`config.mk`:
```
export PLATFORM = sky130hd
export DESIGN_NAME = i2c_ctrl_regs
export DESIGN_NICKNAME = d
export VERILOG_FILES = /design/src/rtl/ctrlreg_pkg.sv /design/src/rtl/i2c_line_sync.sv /design/src/rtl/i2c_target_fsm.sv /design/src/rtl/ctrl_reg_bank.sv /design/src/rtl/i2c_ctrl_regs.sv
export SDC_FILE = /design/constraint.sdc
export NUM_CORES = 1
export LEC_CHECK = 0
export BUFFER_PORTS_ARGS = -buffer_cell sky130_fd_sc_hd__buf_2
export CAP_MARGIN = 0
export CELL_PAD_IN_SITES_DETAIL_PLACEMENT = 1
export CELL_PAD_IN_SITES_GLOBAL_PLACEMENT = 2
export CORE_MARGIN = 2
export CORE_UTILIZATION = 41
export CTS_BUF_LIST = sky130_fd_sc_hd__clkbuf_16
export CTS_CLUSTER_DIAMETER = 40
export DETAILED_ROUTE_END_ITERATION = 10
export MAX_ROUTING_LAYER = met4
export PLACE_DENSITY_LB_ADDON = 0.05
export SLEW_MARGIN = 5
export SYNTH_ARGS = -nofsm -noshare
export SYNTH_HDL_FRONTEND = slang
export SYNTH_SLANG_ARGS = --single-unit
export TNS_END_PERCENT = 30
```
`constraint.sdc`:
```
create_clock -name clk -period 5.6 [get_ports clk]
set_clock_uncertainty 0.1 [all_clocks]
set_input_delay 0.84 -clock clk [delete_from_list [all_inputs] [get_ports clk]]
set_output_delay 0.84 -clock clk [all_outputs]
set_load 0.02 [all_outputs]
```
`src/rtl/ctrlreg_pkg.sv`:
```
package ctrlreg_pkg;

  typedef enum logic [2:0] {
    S_IDLE,
    S_RX,
    S_RX_ACK,
    S_TX,
    S_TX_ACK
  } bus_state_t;

  typedef enum logic [1:0] {
    PH_ADDR,
    PH_CMD,
    PH_CNT,
    PH_DATA
  } phase_t;

  // fixed power-on contents of each register
  function automatic logic [7:0] reg_reset_value(input int idx);
    case (idx)
      0:       return 8'h04;
      1:       return 8'h00;
      2:       return 8'hC0;
      3:       return 8'hD8;
      4:       return 8'h06;
      5:       return 8'h08;
      default: return 8'h00;
    endcase
  endfunction

  // amplitude code to millivolts, with a default when not selected
  function automatic logic [9:0] amp_millivolts(input logic sel, input logic [2:0] code,
                                                input logic [9:0] dflt);
    return sel ? (10'd300 + 10'(code) * 10'd100) : dflt;
  endfunction

endpackage

```
`src/rtl/i2c_line_sync.sv`:
```
module i2c_line_sync #(
  parameter int STAGES = 2
) (
  input  logic clk,
  input  logic rst_n,
  input  logic scl_i,
  input  logic sda_i,
  output logic scl_s,
  output logic sda_s,
  output logic scl_rise,
  output logic scl_fall,
  output logic start_evt,
  output logic stop_evt
);
  logic [STAGES-1:0] scl_chain, sda_chain;
  logic scl_p, sda_p;

  always_ff @(posedge clk or negedge rst_n) begin
    if (!rst_n) begin
      scl_chain <= '1;
      sda_chain <= '1;
      scl_p     <= 1'b1;
      sda_p     <= 1'b1;
    end else begin
      scl_chain <= {scl_chain[STAGES-2:0], scl_i};
      sda_chain <= {sda_chain[STAGES-2:0], sda_i};
      scl_p     <= scl_chain[STAGES-1];
      sda_p     <= sda_chain[STAGES-1];
    end
  end

  assign scl_s     = scl_chain[STAGES-1];
  assign sda_s     = sda_chain[STAGES-1];
  assign scl_rise  = scl_s & ~scl_p;
  assign scl_fall  = ~scl_s & scl_p;
  assign start_evt = scl_s & scl_p & sda_p & ~sda_s;
  assign stop_evt  = scl_s & scl_p & ~sda_p & sda_s;

endmodule

```
`src/rtl/i2c_target_fsm.sv`:
```
module i2c_target_fsm
  import ctrlreg_pkg::*;
#(
  parameter logic [6:0] ADDR7 = 7'h6B,
  parameter int         IDXW  = 7
) (
  input  logic            clk,
  input  logic            rst_n,
  input  logic            scl_s,
  input  logic            sda_s,
  input  logic            scl_rise,
  input  logic            scl_fall,
  input  logic            start_evt,
  input  logic            stop_evt,
  input  logic [7:0]      rd_data,
  input  logic [7:0]      count_val,
  output logic            sda_oe,
  output logic            wr_en,
  output logic [IDXW-1:0] wr_idx,
  output logic [7:0]      wr_data,
  output logic [IDXW-1:0] rd_idx
);
  bus_state_t      state;
  phase_t          phase;
  logic [7:0]      sh, tx_sh, remain;
  logic [3:0]      bitcnt;
  logic            ack_q, go_tx, blk, first_tx, byte_wr_done;
  logic [IDXW-1:0] ptr;

  // named events for checking
  logic       byte_done, addr_hit, tx_ptr_step;
  logic [7:0] tx_load;

  assign byte_done   = (state == S_RX) && scl_fall && (bitcnt == 4'd8);
  assign addr_hit    = (sh[7:1] == ADDR7);
  assign tx_load     = (blk && first_tx) ? count_val : rd_data;
  assign tx_ptr_step = blk && !first_tx;

  assign wr_en   = byte_done && (phase == PH_DATA) && (blk ? (remain != 8'd0) : !byte_wr_done);
  assign wr_idx  = ptr;
  assign wr_data = sh;
  assign rd_idx  = ptr;

  always_ff @(posedge clk or negedge rst_n) begin
    if (!rst_n) begin
      state <= S_IDLE; phase <= PH_ADDR; sh <= '0; tx_sh <= '0; remain <= '0;
      bitcnt <= '0; ack_q <= 1'b0; go_tx <= 1'b0; blk <= 1'b0; first_tx <= 1'b0;
      byte_wr_done <= 1'b0; ptr <= '0; sda_oe <= 1'b0;
    end else if (start_evt) begin
      state <= S_RX; phase <= PH_ADDR; bitcnt <= '0; sda_oe <= 1'b0;
    end else if (stop_evt) begin
      state <= S_IDLE; sda_oe <= 1'b0;
    end else begin
      case (state)
        S_RX: begin
          if (scl_rise && bitcnt < 4'd8) begin
            sh     <= {sh[6:0], sda_s};
            bitcnt <= bitcnt + 4'd1;
          end else if (byte_done) begin
            state <= S_RX_ACK;
            ack_q <= 1'b1;
            sda_oe <= 1'b1;
            go_tx <= 1'b0;
            case (phase)
              PH_ADDR: begin
                ack_q  <= addr_hit;
                sda_oe <= addr_hit;
                go_tx  <= addr_hit & sh[0];
                if (addr_hit && sh[0]) first_tx <= 1'b1;
                if (addr_hit && !sh[0]) phase <= PH_CMD;
              end
              PH_CMD: begin
                blk          <= ~sh[7];
                ptr          <= sh[IDXW-1:0];
                byte_wr_done <= 1'b0;
                phase        <= sh[7] ? PH_DATA : PH_CNT;
              end
              PH_CNT: begin
                remain <= sh;
                phase  <= PH_DATA;
              end
              default: begin
                if (blk && remain != 8'd0) begin
                  ptr    <= ptr + 1'b1;
                  remain <= remain - 8'd1;
                end
                if (!blk) byte_wr_done <= 1'b1;
              end
            endcase
          end
        end
        S_RX_ACK, S_TX_ACK: begin
          if (state == S_TX_ACK && scl_rise) ack_q <= ~sda_s;
          if (scl_fall) begin
            if (!ack_q) begin
              state <= S_IDLE; sda_oe <= 1'b0;
            end else if (state == S_TX_ACK || go_tx) begin
              state    <= S_TX;
              tx_sh    <= tx_load;
              sda_oe   <= ~tx_load[7];
              bitcnt   <= '0;
              first_tx <= 1'b0;
              if (tx_ptr_step) ptr <= ptr + 1'b1;
            end else begin
              state <= S_RX; bitcnt <= '0; sda_oe <= 1'b0;
            end
          end
        end
        S_TX: begin
          if (scl_fall) begin
            if (bitcnt == 4'd7) begin
              state <= S_TX_ACK; sda_oe <= 1'b0; ack_q <= 1'b0;
            end else begin
              tx_sh  <= {tx_sh[6:0], 1'b0};
              sda_oe <= ~tx_sh[6];
              bitcnt <= bitcnt + 4'd1;
            end
          end
        end
        default: ;
      endcase
    end
  end

  // drive changes only with SCL low
  assert_sda_moves_scl_low_R8: assert property (@(posedge clk) disable iff (!rst_n)
    !$stable(sda_oe) |-> !scl_s);

  // foreign address never acknowledged
  assert_no_ack_foreign_R2: assert property (@(posedge clk) disable iff (!rst_n)
    (byte_done && phase == PH_ADDR && !addr_hit) |=> !sda_oe);

  // bus released while host answers
  assert_release_host_ack_R6: assert property (@(posedge clk) disable iff (!rst_n)
    (state == S_TX_ACK) |-> !sda_oe);

  // no store beyond the block count
  assert_block_count_limit_R5: assert property (@(posedge clk) disable iff (!rst_n)
    (byte_done && phase == PH_DATA && blk && remain == 8'd0) |-> !wr_en);

endmodule

```
`src/rtl/ctrl_reg_bank.sv`:
```
module ctrl_reg_bank
  import ctrlreg_pkg::*;
#(
  parameter int         NUM_REGS       = 6,
  parameter int         IDXW           = 7,
  parameter logic [9:0] DEFAULT_AMP_MV = 10'd700
) (
  input  logic                  clk,
  input  logic                  rst_n,
  input  logic                  we,
  input  logic [IDXW-1:0]       widx,
  input  logic [7:0]            wdata,
  input  logic [IDXW-1:0]       ridx,
  output logic [7:0]            rdata,
  output logic [NUM_REGS*8-1:0] regs_flat,
  output logic                  ref_en,
  output logic [1:0]            diff_en,
  output logic [9:0]            amp_mv
);
  logic [7:0] regs [NUM_REGS];
  logic       wr_outside;

  assign wr_outside = we && (widx >= IDXW'(NUM_REGS));

  for (genvar i = 0; i < NUM_REGS; i++) begin : g_reg
    always_ff @(posedge clk or negedge rst_n) begin
      if (!rst_n)                              regs[i] <= reg_reset_value(i);
      else if (we && widx == IDXW'(i))         regs[i] <= wdata;
    end
    assign regs_flat[i*8 +: 8] = regs[i];
  end

  always_comb begin
    rdata = 8'h00;
    for (int i = 0; i < NUM_REGS; i++)
      if (ridx == IDXW'(i)) rdata = regs[i];
  end

  assign ref_en  = regs[0][2];
  assign diff_en = {regs[2][6], regs[2][7]};
  assign amp_mv  = amp_millivolts(regs[5][7], regs[5][6:4], DEFAULT_AMP_MV);

  // out-of-range write leaves every register as it was
  assert_ignore_outrange_R7: assert property (@(posedge clk) disable iff (!rst_n)
    wr_outside |=> $stable(regs_flat));

endmodule

```
`src/rtl/i2c_ctrl_regs.sv`:
```
module i2c_ctrl_regs #(
  parameter int         NUM_REGS       = 6,
  parameter logic [6:0] ADDR7          = 7'h6B,
  parameter int         SYNC_STAGES    = 2,
  parameter logic [9:0] DEFAULT_AMP_MV = 10'd700
) (
  input  logic                  clk,
  input  logic                  rst_n,
  input  logic                  scl_i,
  input  logic                  sda_i,
  output logic                  sda_oe,
  output logic                  ref_en,
  output logic [1:0]            diff_en,
  output logic [9:0]            amp_mv,
  output logic [NUM_REGS*8-1:0] reg_image
);
  localparam int IDXW = 7;

  logic scl_s, sda_s, scl_rise, scl_fall, start_evt, stop_evt;
  logic wr_en;
  logic [IDXW-1:0] wr_idx, rd_idx;
  logic [7:0] wr_data, rd_data;

  i2c_line_sync #(.STAGES(SYNC_STAGES)) u_sync (
    .clk(clk), .rst_n(rst_n), .scl_i(scl_i), .sda_i(sda_i),
    .scl_s(scl_s), .sda_s(sda_s), .scl_rise(scl_rise), .scl_fall(scl_fall),
    .start_evt(start_evt), .stop_evt(stop_evt)
  );

  i2c_target_fsm #(.ADDR7(ADDR7), .IDXW(IDXW)) u_fsm (
    .clk(clk), .rst_n(rst_n), .scl_s(scl_s), .sda_s(sda_s),
    .scl_rise(scl_rise), .scl_fall(scl_fall),
    .start_evt(start_evt), .stop_evt(stop_evt),
    .rd_data(rd_data), .count_val(reg_image[4*8 +: 8]),
    .sda_oe(sda_oe), .wr_en(wr_en), .wr_idx(wr_idx), .wr_data(wr_data), .rd_idx(rd_idx)
  );

  ctrl_reg_bank #(.NUM_REGS(NUM_REGS), .IDXW(IDXW), .DEFAULT_AMP_MV(DEFAULT_AMP_MV)) u_bank (
    .clk(clk), .rst_n(rst_n), .we(wr_en), .widx(wr_idx), .wdata(wr_data),
    .ridx(rd_idx), .rdata(rd_data), .regs_flat(reg_image),
    .ref_en(ref_en), .diff_en(diff_en), .amp_mv(amp_mv)
  );

endmodule

```
==> impl.org <==
** Outcome
- Run status :: complete, no violations

** Pwr
- The design draws 1.78 mW.
- For this design the static power due to leakage is 3.12 nW.
- Across the VDD grid, the largest voltage drop is 0.000137 V.
- Power Dens Cells :: 274 mW/mm^2

** Worst setup path
- The cell that appears most often on the critical path is ha_1.
- CP max FO :: 7
- In this design, the stage delay of the slowest critical-path cell is 0.46 ns.
- Critical path endpoint category :: primary output
- Capture point of the worst reg-to-reg path :: u_fsm.rd_idx[1]
- Endpoint of the most critical setup path :: amp_mv[9]
- For the worst setup path, the data required time is 4.66 ns.
- Element type at the critical path start :: flop
- For the worst setup path, the data arrival time is 2.33 ns.
- Worst setup path class :: flop to primary output
- R2R cell count :: 7
- Setup slack on the worst reg-to-reg path comes out at 2.68 ns.
- In this run the worst setup path begins at u_bank.regs_flat[45].
- Beginning of the worst register-to-register path :: u_fsm.phase[0]
- The largest individual stage delay along the critical path comes from the cell dfrtp_1.
- Traced cell by cell, the critical path runs through inv_1 -> ha_1 -> inv_1 -> ha_1 -> ha_1 -> o21bai_1 -> xor2_1 -> nand2_1 -> buf_2.

** Drt
- Total detailed-routing wirelength :: 17.0 mm
- Number of search-and-repair iterations in the first detailed-routing pass :: 7
- The routed layout has 4778 vias.
- Per-cell via count in the routed design :: 6.00
- Mean routed wirelength per cell :: 21.4 um
- The first routing iteration left 331 violations.
- DRC violations left :: 0
- Once detail routing completed, the nets flagged for antenna violations numbered 0.

** Clock network
- After clock tree synthesis, the setup repair step added 0 buffers.
- Clock sinks :: 99
- # hold bufs at CTS :: 0
- Cell at the root of the clock tree :: clkbuf_16
- Worst skew pair latency :: 0.36 ns
- The H-tree generated during clock tree synthesis spans 3 levels.
- Clock transition at the registers of the reported paths :: 0.08 ns
- Number of gates given a new drive strength after cts :: 0
- TritonCTS created 9 clock buffers.
- In this run the deepest clock path goes through 2 buffers.
- TritonCTS clock tree :: done

** Timing
- Counting I/O delays and the setup requirement, the final critical path takes 3.27 ns.
- Post-route fraction of the period consumed by the critical path :: 58.5%
- Setup violations remaining at the end of the flow were counted as 0.
- Setup repair after global routing left no endpoint under its margin.
- Hold violation count in the final report :: 0
- Count of pins over their slew limit :: 0
- Setup TNS after final layout :: 0 ns
- Upper clock frequency limit :: 305 MHz
- At the pin with the least slew margin, the transition time is 1.13 ns.
- In this run the tightest slew margin relative to its limit is 24.3%.

** Layout
- Layout cells sized above 1 :: 28.2%
- Leaving out fill and tap cells, the most frequent cell in the layout is dfrtp_1.
- Total inserted antenna cells :: 0
- The library cells used most frequently in the layout, excluding fill and tap cells, are 83 x dfrtp_1, 62 x buf_2, 59 x mux2_2, 35 x o21ai_0, 33 x nand2_1.
- The sequential cells in the finished layout cover a total of 0.00250 mm^2.
- Multi-input logic area :: 0.00306 mm^2
- In the final design database the tool counted 636 nets.
- The filler cells instantiated in the layout total 1554.
- Signed area change from the synthesized netlist to the final layout :: 11.5%

** Logic synthesis
- Yosys printed 0 warnings.
- The synthesized design spends more area on one cell type than any other, namely dfrtp_1.
- For this run, the leading register cell type out of synthesis is dfrtp_1.
- Counting flops with an async set or reset pin after synthesis yields a share of 100%.
- Number of flops mapped to enable cells by yosys :: 0
- The synthesized netlist contains 76 unique library cells.
- Sequential share of the synthesized area :: 42.8%
- Largest cells by area after synthesis :: dfrtp_1 36%, mux2_2 11%, dfstp_2 7.2%, ha_1 4.5%, o21ai_0 3.0%
- In this run the mean area of a mapped cell was 10.2 um^2.
- Synth Cell Area :: 0.00583 mm^2
- FF+latch count, synth :: 99
- The synthesized design devotes to its leading area cell type 35.6% of total area.
- Cell count after synthesis :: 573

** Place
- Half-perimeter wire length after detailed placement :: 12.2 mm
- Port Buffers :: 63
- The congestion estimate from routability-driven global placement came to 0.855.

** Die
- Std-Cell Core Area :: 0.0139 mm^2
- The floorplan step set the die height to 123 um.
- In this run the core area contains 43 standard-cell rows.
- Once the floorplan was initialized, standard cells occupied 42.0% of the core.
- Chip Width :: 123 um
- Number of top-level design ports :: 66
- Die outline area :: 0.0152 mm^2

** Worst hold path
- The min-delay analysis places its worst path in the category flop to flop.

** Global route
- The number of global-route vias before repair was 4779.
- The total overflow left after global routing is 0.
- Global-route wire length before repair :: 26.9 mm
- The number of antenna violations at the first check in global routing came to 0.
- Entering global routing, the biggest net connects 65 pins.
- Total Routing Usage GR :: 24.3%

** Job
- Max Cap Violations :: 0
## synthesized netlist by cell type, types with 3 or more instances
| cell type | n |
|---|---|
| clkbuf_1 | 25 |
| or3_1 | 7 |
| or3b_2 | 4 |
| and2_1 | 5 |
| nor2b_1 | 9 |
| nor3_1 | 10 |
| o2111ai_1 | 6 |
| o21ai_0 | 35 |
| nand3b_1 | 5 |
| mux2_2 | 59 |
| a221o_1 | 9 |
| o21a_1 | 5 |
| a221oi_1 | 7 |
| a31oi_1 | 3 |
| xnor2_1 | 3 |
| o211ai_1 | 8 |
| nand2b_1 | 10 |
| nand3_1 | 14 |
| buf_4 | 5 |
| a41oi_1 | 5 |
| mux2i_1 | 9 |
| a21oi_1 | 26 |
| dfstp_2 | 16 |
| nor2_1 | 28 |
| and3_1 | 8 |
| buf_2 | 9 |
| a211oi_1 | 4 |
| nand2_1 | 33 |
| dfrtp_1 | 83 |
| inv_1 | 24 |
| nor4_1 | 5 |
| a211o_1 | 3 |
| o22ai_1 | 6 |
| o31ai_1 | 7 |
| ha_1 | 21 |
| a21o_1 | 3 |
## area by class of cell
type | instances | share of cell area, %
multi-input combinational | 410 | 47.0
clock buffer | 9 | 3.46
tap | 180 | 3.46
inverter | 24 | 1.39
clock inverter | 7 | 0.905
timing repair buffer | 67 | 5.35
sequential | 99 | 38.4
## sequential cells by signal, summed over array words and instances (netlist names), 2 cells and up
signal            cells
u_bank.regs_flat     45
u_fsm.bitcnt          4
u_fsm.phase           2
u_fsm.tx_sh           7
u_sync.scl_chain      2
u_fsm.state           3
u_bank.diff_en        2
u_fsm.wr_data         8
u_sync.sda_chain      2
u_fsm.remain          8
u_fsm.rd_idx          7
## per-layer routing
| layer | up-vias | routed length [um] | share of wire [%] | global-route usage (%) |
|---|---|---|---|---|
| li1 | 2209 | - | - | - |
| met1 | 2442 | 8380 | 49 | 34.9 |
| met2 | 108 | 7890 | 46 | 36.2 |
| met3 | 19 | 492 | 2.9 | 2.72 |
| met4 | 0 | 250 | 1.5 | 7.67 |
| met5 | - | 0 | 0 | - |
## report_power, final
group / switching, mW / internal, mW
clock: 0.303 / 0.309
combinational: 0.245 / 0.128
sequential: 0.0549 / 0.742
## per-stage QoR
stage	cell area [um^2]	cells	hold slack [ns]	util [%]	setup WS (ns)
global placement	6220	780	0.248	44.8	2.79
finish	6500	796	0.258	46.8	2.33
CTS	6500	796	0.260	46.8	2.29
global route	6500	796	0.262	46.8	2.16
detailed placement	6220	780	0.249	44.8	2.68
floorplan	5840	574	0.245	-	2.75
## logic make-up after synthesis
family / count (synthesis) / synth area share (%)
other cells: 1 / 0.0643
mux: 68 / 12.9
xor+xnor: 5 / 0.751
compound gates: 157 / 19.5
simple gates: 157 / 14.6
buf+inv: 65 / 4.83
flops: 99 / 42.8
fa+ha+maj: 21 / 4.51
## critical path, delay by kind of cell, from the launching register on
kind	cells	cell delay (ns)
flip-flops	1	0.46
AO/OA/AOI/OAI	1	0.18
XOR/XNOR	1	0.15
adder cells (fa/ha/maj)	3	0.79
AND/OR/NAND/NOR	1	0.07
buffers and inverters	3	0.33
## worst min-delay path by stage
stage                                    from                  end  slack (ns)  depth (start not counted)
after floorplan           u_sync.scl_chain[0]  u_sync.scl_chain[1]        0.25                          0
after global placement    u_sync.scl_chain[0]  u_sync.scl_chain[1]        0.25                          0
after detailed placement  u_sync.sda_chain[0]  u_sync.sda_chain[1]        0.25                          0
after CTS                 u_sync.sda_chain[0]  u_sync.sda_chain[1]        0.26                          0
after global routing      u_sync.scl_chain[0]  u_sync.scl_chain[1]        0.26                          0
final                     u_sync.sda_chain[0]  u_sync.sda_chain[1]        0.26                          0
Note: power is estimated with default switching activity, not from simulation.
